## src/rtl/irq_status_pkg.sv

```systemverilog
package irq_status_pkg;
  localparam int STATUS_W = 32;

  localparam int TX_DONE_BIT   = 0;
  localparam int TX_STOP_BIT   = 1;
  localparam int TX_UNAV_BIT   = 2;
  localparam int TX_JAB_BIT    = 3;
  localparam int TX_UNF_BIT    = 5;
  localparam int RX_DONE_BIT   = 6;
  localparam int RX_UNAV_BIT   = 7;
  localparam int RX_STOP_BIT   = 8;
  localparam int RX_WDOG_BIT   = 9;
  localparam int GP_TIMER_BIT  = 11;
  localparam int BUS_ERR_BIT   = 13;
  localparam int ABN_SUM_BIT   = 15;
  localparam int NRM_SUM_BIT   = 16;

  localparam logic [STATUS_W-1:0] NORMAL_MASK =
    (STATUS_W'(1) << TX_DONE_BIT) | (STATUS_W'(1) << TX_UNAV_BIT) |
    (STATUS_W'(1) << RX_DONE_BIT);

  localparam logic [STATUS_W-1:0] ABNORMAL_MASK =
    (STATUS_W'(1) << TX_STOP_BIT) | (STATUS_W'(1) << TX_JAB_BIT) |
    (STATUS_W'(1) << TX_UNF_BIT)  | (STATUS_W'(1) << RX_UNAV_BIT) |
    (STATUS_W'(1) << RX_STOP_BIT) | (STATUS_W'(1) << RX_WDOG_BIT) |
    (STATUS_W'(1) << GP_TIMER_BIT) | (STATUS_W'(1) << BUS_ERR_BIT);

  localparam logic [STATUS_W-1:0] EVENT_MASK = NORMAL_MASK | ABNORMAL_MASK;

  typedef struct packed {
    logic [STATUS_W-1:0] setMask;
    logic [STATUS_W-1:0] clrMask;
  } statusStrobes_t;
endpackage

```

## src/rtl/irq_status_ctrl.sv

```systemverilog
module irq_status_ctrl
  import irq_status_pkg::*;
(
  input  logic                txDoneStb,
  input  logic                txIocFlag,
  input  logic                txStopStb,
  input  logic                txBufUnavStb,
  input  logic                txJabberStb,
  input  logic                txUnderflowStb,
  input  logic                rxDoneStb,
  input  logic                rxBufUnavStb,
  input  logic                rxStopStb,
  input  logic                rxWdogStb,
  input  logic                gpTimerStb,
  input  logic                busErrStb,
  input  logic                wrEn,
  input  logic [STATUS_W-1:0] wrData,
  output statusStrobes_t      strobes
);
  always_comb begin
    strobes.setMask = '0;
    strobes.setMask[TX_DONE_BIT]  = txDoneStb & txIocFlag;
    strobes.setMask[TX_STOP_BIT]  = txStopStb;
    strobes.setMask[TX_UNAV_BIT]  = txBufUnavStb;
    strobes.setMask[TX_JAB_BIT]   = txJabberStb;
    strobes.setMask[TX_UNF_BIT]   = txUnderflowStb;
    strobes.setMask[RX_DONE_BIT]  = rxDoneStb;
    strobes.setMask[RX_UNAV_BIT]  = rxBufUnavStb;
    strobes.setMask[RX_STOP_BIT]  = rxStopStb;
    strobes.setMask[RX_WDOG_BIT]  = rxWdogStb;
    strobes.setMask[GP_TIMER_BIT] = gpTimerStb;
    strobes.setMask[BUS_ERR_BIT]  = busErrStb;
    strobes.clrMask = wrEn ? (wrData & EVENT_MASK) : '0;
  end
endmodule

```

## src/rtl/irq_status_datapath.sv

```systemverilog
module irq_status_datapath
  import irq_status_pkg::*;
#(
  parameter int STATE_W      = 3,
  parameter int RX_STATE_LSB = 17,
  parameter int TX_STATE_LSB = 20,
  parameter int RUN_CODE     = 3
) (
  input  logic                clk,
  input  logic                rstN,
  input  statusStrobes_t      strobes,
  input  logic                txRun,
  input  logic                rxRun,
  output logic [STATUS_W-1:0] rdData,
  output logic                irqOut
);
  localparam int NUM_PROC = 2;
  localparam logic [STATE_W-1:0] RUN_VAL = STATE_W'(RUN_CODE);

  logic [STATUS_W-1:0] evtQ;
  logic [STATUS_W-1:0] evtNext;
  logic                nrmQ;
  logic                abnQ;
  logic [NUM_PROC-1:0] runBits;
  logic [STATUS_W-1:0] fieldWord [NUM_PROC];

  // Set has priority over clear: the set mask is ORed in after clearing.
  assign evtNext = ((evtQ & ~strobes.clrMask) | strobes.setMask) & EVENT_MASK;

  always_ff @(posedge clk or negedge rstN) begin
    if (!rstN) begin
      evtQ <= '0;
      nrmQ <= 1'b0;
      abnQ <= 1'b0;
    end else begin
      evtQ <= evtNext;
      nrmQ <= |(evtNext & NORMAL_MASK);
      abnQ <= |(evtNext & ABNORMAL_MASK);
    end
  end

  assign runBits = {txRun, rxRun};

  for (genvar g = 0; g < NUM_PROC; g++) begin : g_proc
    localparam int LSB = (g == 0) ? RX_STATE_LSB : TX_STATE_LSB;
    assign fieldWord[g] = runBits[g] ? (STATUS_W'(RUN_VAL) << LSB) : '0;
  end

  always_comb begin
    rdData = evtQ;
    rdData[NRM_SUM_BIT] = nrmQ;
    rdData[ABN_SUM_BIT] = abnQ;
    rdData = rdData | fieldWord[0] | fieldWord[1];
  end

  assign irqOut = nrmQ | abnQ;
endmodule

```

## src/rtl/irq_status_reg.sv

```systemverilog
module irq_status_reg
  import irq_status_pkg::*;
#(
  parameter int STATE_W      = 3,
  parameter int RX_STATE_LSB = 17,
  parameter int TX_STATE_LSB = 20,
  parameter int RUN_CODE     = 3
) (
  input  logic                clk,
  input  logic                rstN,
  input  logic                txDoneStb,
  input  logic                txIocFlag,
  input  logic                txStopStb,
  input  logic                txBufUnavStb,
  input  logic                txJabberStb,
  input  logic                txUnderflowStb,
  input  logic                rxDoneStb,
  input  logic                rxBufUnavStb,
  input  logic                rxStopStb,
  input  logic                rxWdogStb,
  input  logic                gpTimerStb,
  input  logic                busErrStb,
  input  logic                txRun,
  input  logic                rxRun,
  input  logic                wrEn,
  input  logic [STATUS_W-1:0] wrData,
  output logic [STATUS_W-1:0] rdData,
  output logic                irqOut
);
  statusStrobes_t strobes;

  irq_status_ctrl ctrl_i (
    .txDoneStb(txDoneStb), .txIocFlag(txIocFlag), .txStopStb(txStopStb),
    .txBufUnavStb(txBufUnavStb), .txJabberStb(txJabberStb),
    .txUnderflowStb(txUnderflowStb), .rxDoneStb(rxDoneStb),
    .rxBufUnavStb(rxBufUnavStb), .rxStopStb(rxStopStb),
    .rxWdogStb(rxWdogStb), .gpTimerStb(gpTimerStb), .busErrStb(busErrStb),
    .wrEn(wrEn), .wrData(wrData), .strobes(strobes)
  );

  irq_status_datapath #(
    .STATE_W(STATE_W), .RX_STATE_LSB(RX_STATE_LSB),
    .TX_STATE_LSB(TX_STATE_LSB), .RUN_CODE(RUN_CODE)
  ) dp_i (
    .clk(clk), .rstN(rstN), .strobes(strobes), .txRun(txRun),
    .rxRun(rxRun), .rdData(rdData), .irqOut(irqOut)
  );
endmodule

```

## config.mk

```make
export PLATFORM = sky130hd
export DESIGN_NAME = irq_status_reg
export DESIGN_NICKNAME = d
export VERILOG_FILES = /design/src/rtl/irq_status_pkg.sv /design/src/rtl/irq_status_ctrl.sv /design/src/rtl/irq_status_datapath.sv /design/src/rtl/irq_status_reg.sv
export SDC_FILE = /design/constraint.sdc
export NUM_CORES = 1
export LEC_CHECK = 0
export BUFFER_PORTS_ARGS = -buffer_cell sky130_fd_sc_hd__buf_2
export CORE_UTILIZATION = 41
export DETAILED_ROUTE_END_ITERATION = 16
export PLACE_DENSITY = 0.85
export SLEW_MARGIN = 25
export SYNTH_ARGS = -nofsm -noshare
export SYNTH_HDL_FRONTEND = slang
export SYNTH_HIERARCHICAL = 1
export SYNTH_SLANG_ARGS = --single-unit
export TNS_END_PERCENT = 10
```

## constraint.sdc

```tcl
create_clock -name clk -period 1.29 [get_ports clk]
set_clock_uncertainty 0.1 [all_clocks]
set_input_delay 0.129 -clock clk [delete_from_list [all_inputs] [get_ports clk]]
set_output_delay 0.129 -clock clk [all_outputs]
set_load 0.05 [all_outputs]
```

==> flow_metrics.env, run 1 <==
export IMPL_result_of_the_run="finished clean"
export IMPL_global_route_wire_length_before_repair_um=2201
export IMPL_die_width_um=47.15
export IMPL_syn_inst=87
export IMPL_grt_overflow_total=0
export IMPL_post_layout_total_power_w=0.001064
export IMPL_design_area_um2=1107
export IMPL_dr_total_vias=652
export IMPL_placeableCoreArea_um2=1821
export IMPL_routedWlPerCell_um=10.23
export IMPL_avgViaCountPerCell=4.347
export IMPL_crit_path_top_delay_cell="sky130_fd_sc_hd__dfrtp_1"
export IMPL_cellPowerDensity_nw_per_um2=960.5
export IMPL_critical_path_class="reg2out"
export IMPL_critPathMaxFanout=2
export IMPL_insertedDiodeCount=0
export IMPL_worst_ep_required_time_ns=1.06
export IMPL_drive_above_1_share_pct=48.00
export IMPL_cts_root_buffer_cell="sky130_fd_sc_hd__clkbuf_4"
export IMPL_placementRows=15
export IMPL_clock_insertion_delay_worst_skew_ns=0.27
export IMPL_grt_max_degree=14
export IMPL_cellLeakagePower_nw=0.5019
export IMPL_cts_inserted_buffers=3
export IMPL_number_of_antenna_violations_at_the_first_check_in_global_routing=0
export IMPL_synth_warnings=6
export IMPL_worstSetupStartpointType="flip-flop"
export IMPL_cpLargestDelayFamily="flip-flops"
export IMPL_final_fill_count=160
export IMPL_drc_errors=0
export IMPL_detailedRoute_firstPassIterationCount=4
export IMPL_die_height_um=47.15
export IMPL_report_final_setup_viol=0
export IMPL_final_net_count=175
export IMPL_register_clock_pin_slew_on_the_reported_worst_setup_and_hold_paths_ns=0.08
export IMPL_finalMaxSlewViolations=0
export IMPL_signal_arrival_time_at_the_worst_endpoint_ns=1.04
export IMPL_groute_usage_overall_pct=14.92
export IMPL_period_minus_slack_ns=1.267
export IMPL_vdd_drop_max_v=0.0007143
export IMPL_clk_sinks=13
export IMPL_post_place_ws_ns=-0.1290
export IMPL_hold_class="in2reg"
export IMPL_grt_pass1_vias=546
export IMPL_io_buffer_count=39
export IMPL_gp_congestion=0.6693
export IMPL_postLayoutSetupSlackWorst_ns=0.02265
export IMPL_final_routed_wirelength_across_all_metal_layers_um=1534
export IMPL_maxClockFrequency_ghz=0.7890
export IMPL_timing_max_cap_violations=0
export IMPL_pin_count=82
export IMPL_syn_area_per_cell_um2=9.607
export IMPL_final_antenna_net_count=0
export IMPL_syn_to_final_growth_pct=32.48
export IMPL_detailedPlacementHpwl_um=1148
export IMPL_unrepaired_setup_endpoints_after_global_routing="true"
export IMPL_cts_htree_levels=1
export IMPL_drt_initial_drc_count=3
export IMPL_critPathBufInv=1
export IMPL_initial_utilization_pct=45.91
export IMPL_die_area_um2=2223
export IMPL_cell_area_synth_um2=835.8
export IMPL_hold_viol=0
export IMPL_cpPeakStageDelay_ns=0.38
export IMPL_ctsLongestPathBuffers=2
export IMPL_crit_path_end_kind="output pin"
export IMPL_post_route_period_util_pct=98.24
export IMPL_placed_cell_areas_um2=893.4
export IMPL_tritoncts_clock_tree="yes"
export IMPL_crit_chain="or2_4 -> buf_8"
report_power, final:
part | leakage (nW) | total, W | internal [W] | switching (W)
registers | 0.125 | 0.000451 | 0.000434 | 0.0000173
clock network | 0.0150 | 0.000245 | 0.000120 | 0.000125
logic | 0.362 | 0.000367 | 0.000108 | 0.000259
registers in the layout, indices dropped and copies added, names as in the netlist:
name       cells
dp_i/evtQ     11
dp_i/nrmQ      1
dp_i/abnQ      1
cell usage in the layout (no fill, tap or decap):
cell type	count
sky130_fd_sc_hd__buf_2	38
sky130_fd_sc_hd__conb_1	15
sky130_fd_sc_hd__and2_1	12
sky130_fd_sc_hd__dlygate4sd3_1	11
sky130_fd_sc_hd__inv_1	7
sky130_fd_sc_hd__a21o_1	7
sky130_fd_sc_hd__dfrtp_1	7
sky130_fd_sc_hd__dfrtp_2	6
sky130_fd_sc_hd__or2_2	4
sky130_fd_sc_hd__clkbuf_4	3
sky130_fd_sc_hd__nor2b_1	3
sky130_fd_sc_hd__a2111oi_4	3
sky130_fd_sc_hd__buf_4	2
sky130_fd_sc_hd__clkbuf_1	1
sky130_fd_sc_hd__nor2b_4	1
sky130_fd_sc_hd__a2111oi_2	1
sky130_fd_sc_hd__nand4_1	1
sky130_fd_sc_hd__or2_4	1
sky130_fd_sc_hd__or3_1	1
sky130_fd_sc_hd__buf_8	1
cell type report:
type	count	area [µm²]	share of cell area [%]
clock buffer	4	26.28	2.373
inverter	7	26.28	2.373
multi-input combinational	49	360.3	32.54
sequential	13	332.8	30.06
tap	25	31.28	2.825
timing repair buffer	52	330.3	29.83
worst paths after layout:
check | slack (ns) | from | depth (start not counted) | endpoint
setup reg to reg | 0.07 | dp_i/evtQ[13] | 3 | dp_i/abnQ
max in group asynchronous | 0.66 | rstN | 2 | dp_i/evtQ[3]
setup / recovery | 0.02 | dp_i/nrmQ | 2 | irqOut
hold reg to reg | 0.41 | dp_i/evtQ[6] | 1 | dp_i/evtQ[6]
min in group asynchronous | 0.18 | rstN | 2 | dp_i/evtQ[5]
hold / removal | 0.07 | txIocFlag | 3 | dp_i/evtQ[0]
per-stage QoR:
stage | TNS [ns] | cells | util (%) | hold WS (ns)
finish | 0 | 150 | 60.82 | 0.06715
global route | -0.02872 | 150 | 60.82 | 0.07496
CTS | 0 | 150 | 58.49 | 0.06484
floorplan | -0.03380 | 101 | - | -0.2666
detailed placement | -0.1290 | 134 | 49.07 | -0.06445
global placement | -0.09300 | 134 | 49.07 | -0.07218
layer usage:
layer / vias to the layer above / global-route usage, % / wire, µm
met5: - / 0 / 0
met4: 0 / 7.429 / 5
met3: 2 / 4.615 / 109
met2: 45 / 26.39 / 796
met1: 298 / 16.03 / 622
li1: 307 / - / -
repair_timing:
action,4_1_cts,5_1_grt
buffers inserted,1,0
hold buffers,11,0
pin swaps,1,2
setup endpoints to repair,2,2
cloned,0,0
gates resized for setup,7,4
hold endpoints to repair,24,0
worst reg2reg max path: stages (launching register included):
cell and delay [ns]:
sky130_fd_sc_hd__dfrtp_2 0.40, sky130_fd_sc_hd__nor2b_1 0.16, sky130_fd_sc_hd__a2111oi_4 0.30, sky130_fd_sc_hd__nand4_1 0.13
No activity file was read; power rests on OpenSTA's default activity.
==> inputs of run 2 (changes only) <==
==> constraint.sdc (replaced) <==
create_clock -name clk -period 1.29 [get_ports clk]
set_clock_uncertainty 0.1 [all_clocks]
set_input_delay 0.0645 -clock clk [delete_from_list [all_inputs] [get_ports clk]]
set_output_delay 0.0645 -clock clk [all_outputs]
set_load 0.05 [all_outputs]
==> run 2 against run 1 <==
Net effect:
- clock power about the same
- die area unchanged
- critical path type unchanged
- largest cell class is now flip-flops and latches
- wire length grew 4.6%
==> flow_metrics.env, run 2 (synthesis gave the netlist of run 1 again) <==
export IMPL_result_of_the_run="finished clean"
export IMPL_placementRows=15
export IMPL_timing_max_cap_violations=0
export IMPL_placeableCoreArea_um2=1821
export IMPL_tritoncts_clock_tree="yes"
export IMPL_power_net_switching_w=0.0003936
export IMPL_period_minus_slack_ns=1.279
export IMPL_grt_max_degree=14
export IMPL_crit_chain="or2_2 -> buf_6"
export IMPL_post_layout_total_power_w=0.001051
export IMPL_cellLeakagePower_nw=0.4932
export IMPL_p_int_w=0.0006577
export IMPL_cts_root_buffer_cell="sky130_fd_sc_hd__clkbuf_4"
export IMPL_post_place_ws_ns=-0.1384
export IMPL_number_of_antenna_violations_at_the_first_check_in_global_routing=0
export IMPL_worst_r2r_startpoint="dp_i/evtQ[9]"
export IMPL_critical_path_class="reg2out"
export IMPL_hold_class="in2reg"
export IMPL_maxClockFrequency_ghz=0.7816
export IMPL_cpPeakStageDelay_ns=0.38
export IMPL_dr_total_vias=638
export IMPL_die_area_um2=2223
export IMPL_largest_register_ff_count=11
export IMPL_number_of_buffers_inserted_to_repair_setup_after_cts=0
export IMPL_crit_path_end_kind="output pin"
export IMPL_power_combinational_fraction_pct=33.8
export IMPL_drive_above_1_share_pct=46.77
export IMPL_drc_errors=0
export IMPL_crit_path_top_delay_cell="sky130_fd_sc_hd__dfrtp_1"
export IMPL_drt_initial_drc_count=4
export IMPL_final_antenna_net_count=0
export IMPL_hold_viol=0
export IMPL_cts_inserted_buffers=3
export IMPL_setup_tns_final_ns=0
export IMPL_detailedPlacementHpwl_um=1176
export IMPL_rr_endpoint="dp_i/abnQ"
export IMPL_clk_sinks=13
export IMPL_seq_power_share_pct=42.7
export IMPL_cellPowerDensity_nw_per_um2=1000
export IMPL_whs_endpoint="dp_i/evtQ[0]"
export IMPL_routedWlPerCell_um=10.77
export IMPL_post_route_period_util_pct=99.18
export IMPL_postLayoutCoreUtil_pct=57.73
export IMPL_worst_ep_required_time_ns=1.13
export IMPL_worstSetupStartpointType="flip-flop"
export IMPL_detailedRoute_firstPassIterationCount=4
export IMPL_initial_utilization_pct=45.91
export IMPL_grt_overflow_total=0
export IMPL_most_frequent_standard_cell_in_the_layout_excluding_fill_and_tap_cells="sky130_fd_sc_hd__buf_2"
export IMPL_ctsLongestPathBuffers=2
export IMPL_clock_insertion_delay_worst_skew_ns=0.27
export IMPL_final_net_count=174
export IMPL_syn_to_final_growth_pct=25.75
export IMPL_top_regs="dp_i/evtQ (11), dp_i/abnQ (1), dp_i/nrmQ (1)"
export IMPL_register_clock_pin_slew_on_the_reported_worst_setup_and_hold_paths_ns=0.08
export IMPL_hold_path_startpoint="txIocFlag"
export IMPL_vdd_drop_max_v=0.0006696
export IMPL_die_width_um=47.15
export IMPL_report_final_setup_viol=0
export IMPL_cts_htree_levels=1
export IMPL_groute_usage_overall_pct=16.53
export IMPL_global_route_wire_length_before_repair_um=2463
export IMPL_design_area_um2=1051
export IMPL_final_routed_wirelength_across_all_metal_layers_um=1604
export IMPL_finalMaxSlewViolations=0
export IMPL_pin_count=82
export IMPL_highest_count_cells_in_the_layout_ignoring_fill_and_taps="sky130_fd_sc_hd__buf_2, sky130_fd_sc_hd__conb_1, sky130_fd_sc_hd__and2_1, sky130_fd_sc_hd__dlygate4sd3_1"
export IMPL_p_sw_share_pct=37.44
export IMPL_unrepaired_setup_endpoints_after_global_routing="true"
export IMPL_signal_arrival_time_at_the_worst_endpoint_ns=1.11
export IMPL_regMostFlops="dp_i/evtQ"
export IMPL_postLayoutSetupSlackWorst_ns=0.01059
export IMPL_grt_pass1_vias=638
export IMPL_reg2reg_setup_slack_ns=0.08
export IMPL_min_delay_path_depth=3
export IMPL_insertedDiodeCount=0
export IMPL_critPathMaxFanout=2
export IMPL_placed_cell_areas_um2=893.4
export IMPL_die_height_um=47.15
export IMPL_worst_r2r_cell_count=3
export IMPL_avgViaCountPerCell=4.282
export IMPL_power_frac_clock_pct=23.5
export IMPL_gp_congestion=0.6756
export IMPL_io_buffer_count=39
[run 2: worst max path at each step]
stage | start | end | slack (ns) | cells past startpoint
global placement | dp_i/evtQ[9] | dp_i/abnQ | -0.09 | 3
floorplan | dp_i/evtQ[13] | dp_i/abnQ | -0.03 | 3
global route | dp_i/abnQ | irqOut | -0.03 | 2
detailed placement | wrEn | dp_i/abnQ | -0.14 | 5
finish | dp_i/abnQ | irqOut | 0.01 | 2
CTS | dp_i/abnQ | irqOut | -0.0007 | 2
[run 2: stage by stage]
stage / hold WS, ns / instances
floorplan: -0.3311 / 101
global placement: -0.1363 / 134
detailed placement: -0.1309 / 134
CTS: -0.01015 / 149
global route: 0.01249 / 149
finish: 0.003378 / 149
[run 2: what timing repair did]
| action | CTS | global route |
|---|---|---|
| setup endpoints to repair | 2 | 2 |
| resized for setup | 4 | 1 |
| hold buffers | 11 | 0 |
| pin swaps | 1 | 0 |
| endpoints found under the hold margin | 26 | 0 |
[run 2: cell type report]
cell class	instances	area (µm²)
well taps	25	31.28
inverters	7	26.28
clock buffers	4	26.28
fillers	171	769.5
repair buffers	51	319.1
flip-flops and latches	13	332.8
multi-input cells	49	315.3
[run 2: per-layer routing]
metal / wire length, µm / GRT usage (%)
met2: 846 / 30.83
met1: 636 / 17.03
met4: 5 / 7.429
met5: 0 / 0
met3: 116 / 4.615
[run 2: power by group through the flow]
stage / sequential [W] / combinational (W) / clock, W
after floorplan: 0.000543 / 0.000248 / 0
after detailed placement: 0.000456 / 0.000324 / 0
after CTS: 0.000449 / 0.000353 / 0.000262
after global placement: 0.000454 / 0.000318 / 0
final: 0.000449 / 0.000355 / 0.000247
after global routing: 0.000452 / 0.000380 / 0.000277
[run 2: worst max-delay path: cells and delay by family, from the launching register on]
kind / cells / cell delay, ns
flops: 1 / 0.38
simple gates: 1 / 0.31
buf+inv: 1 / 0.16
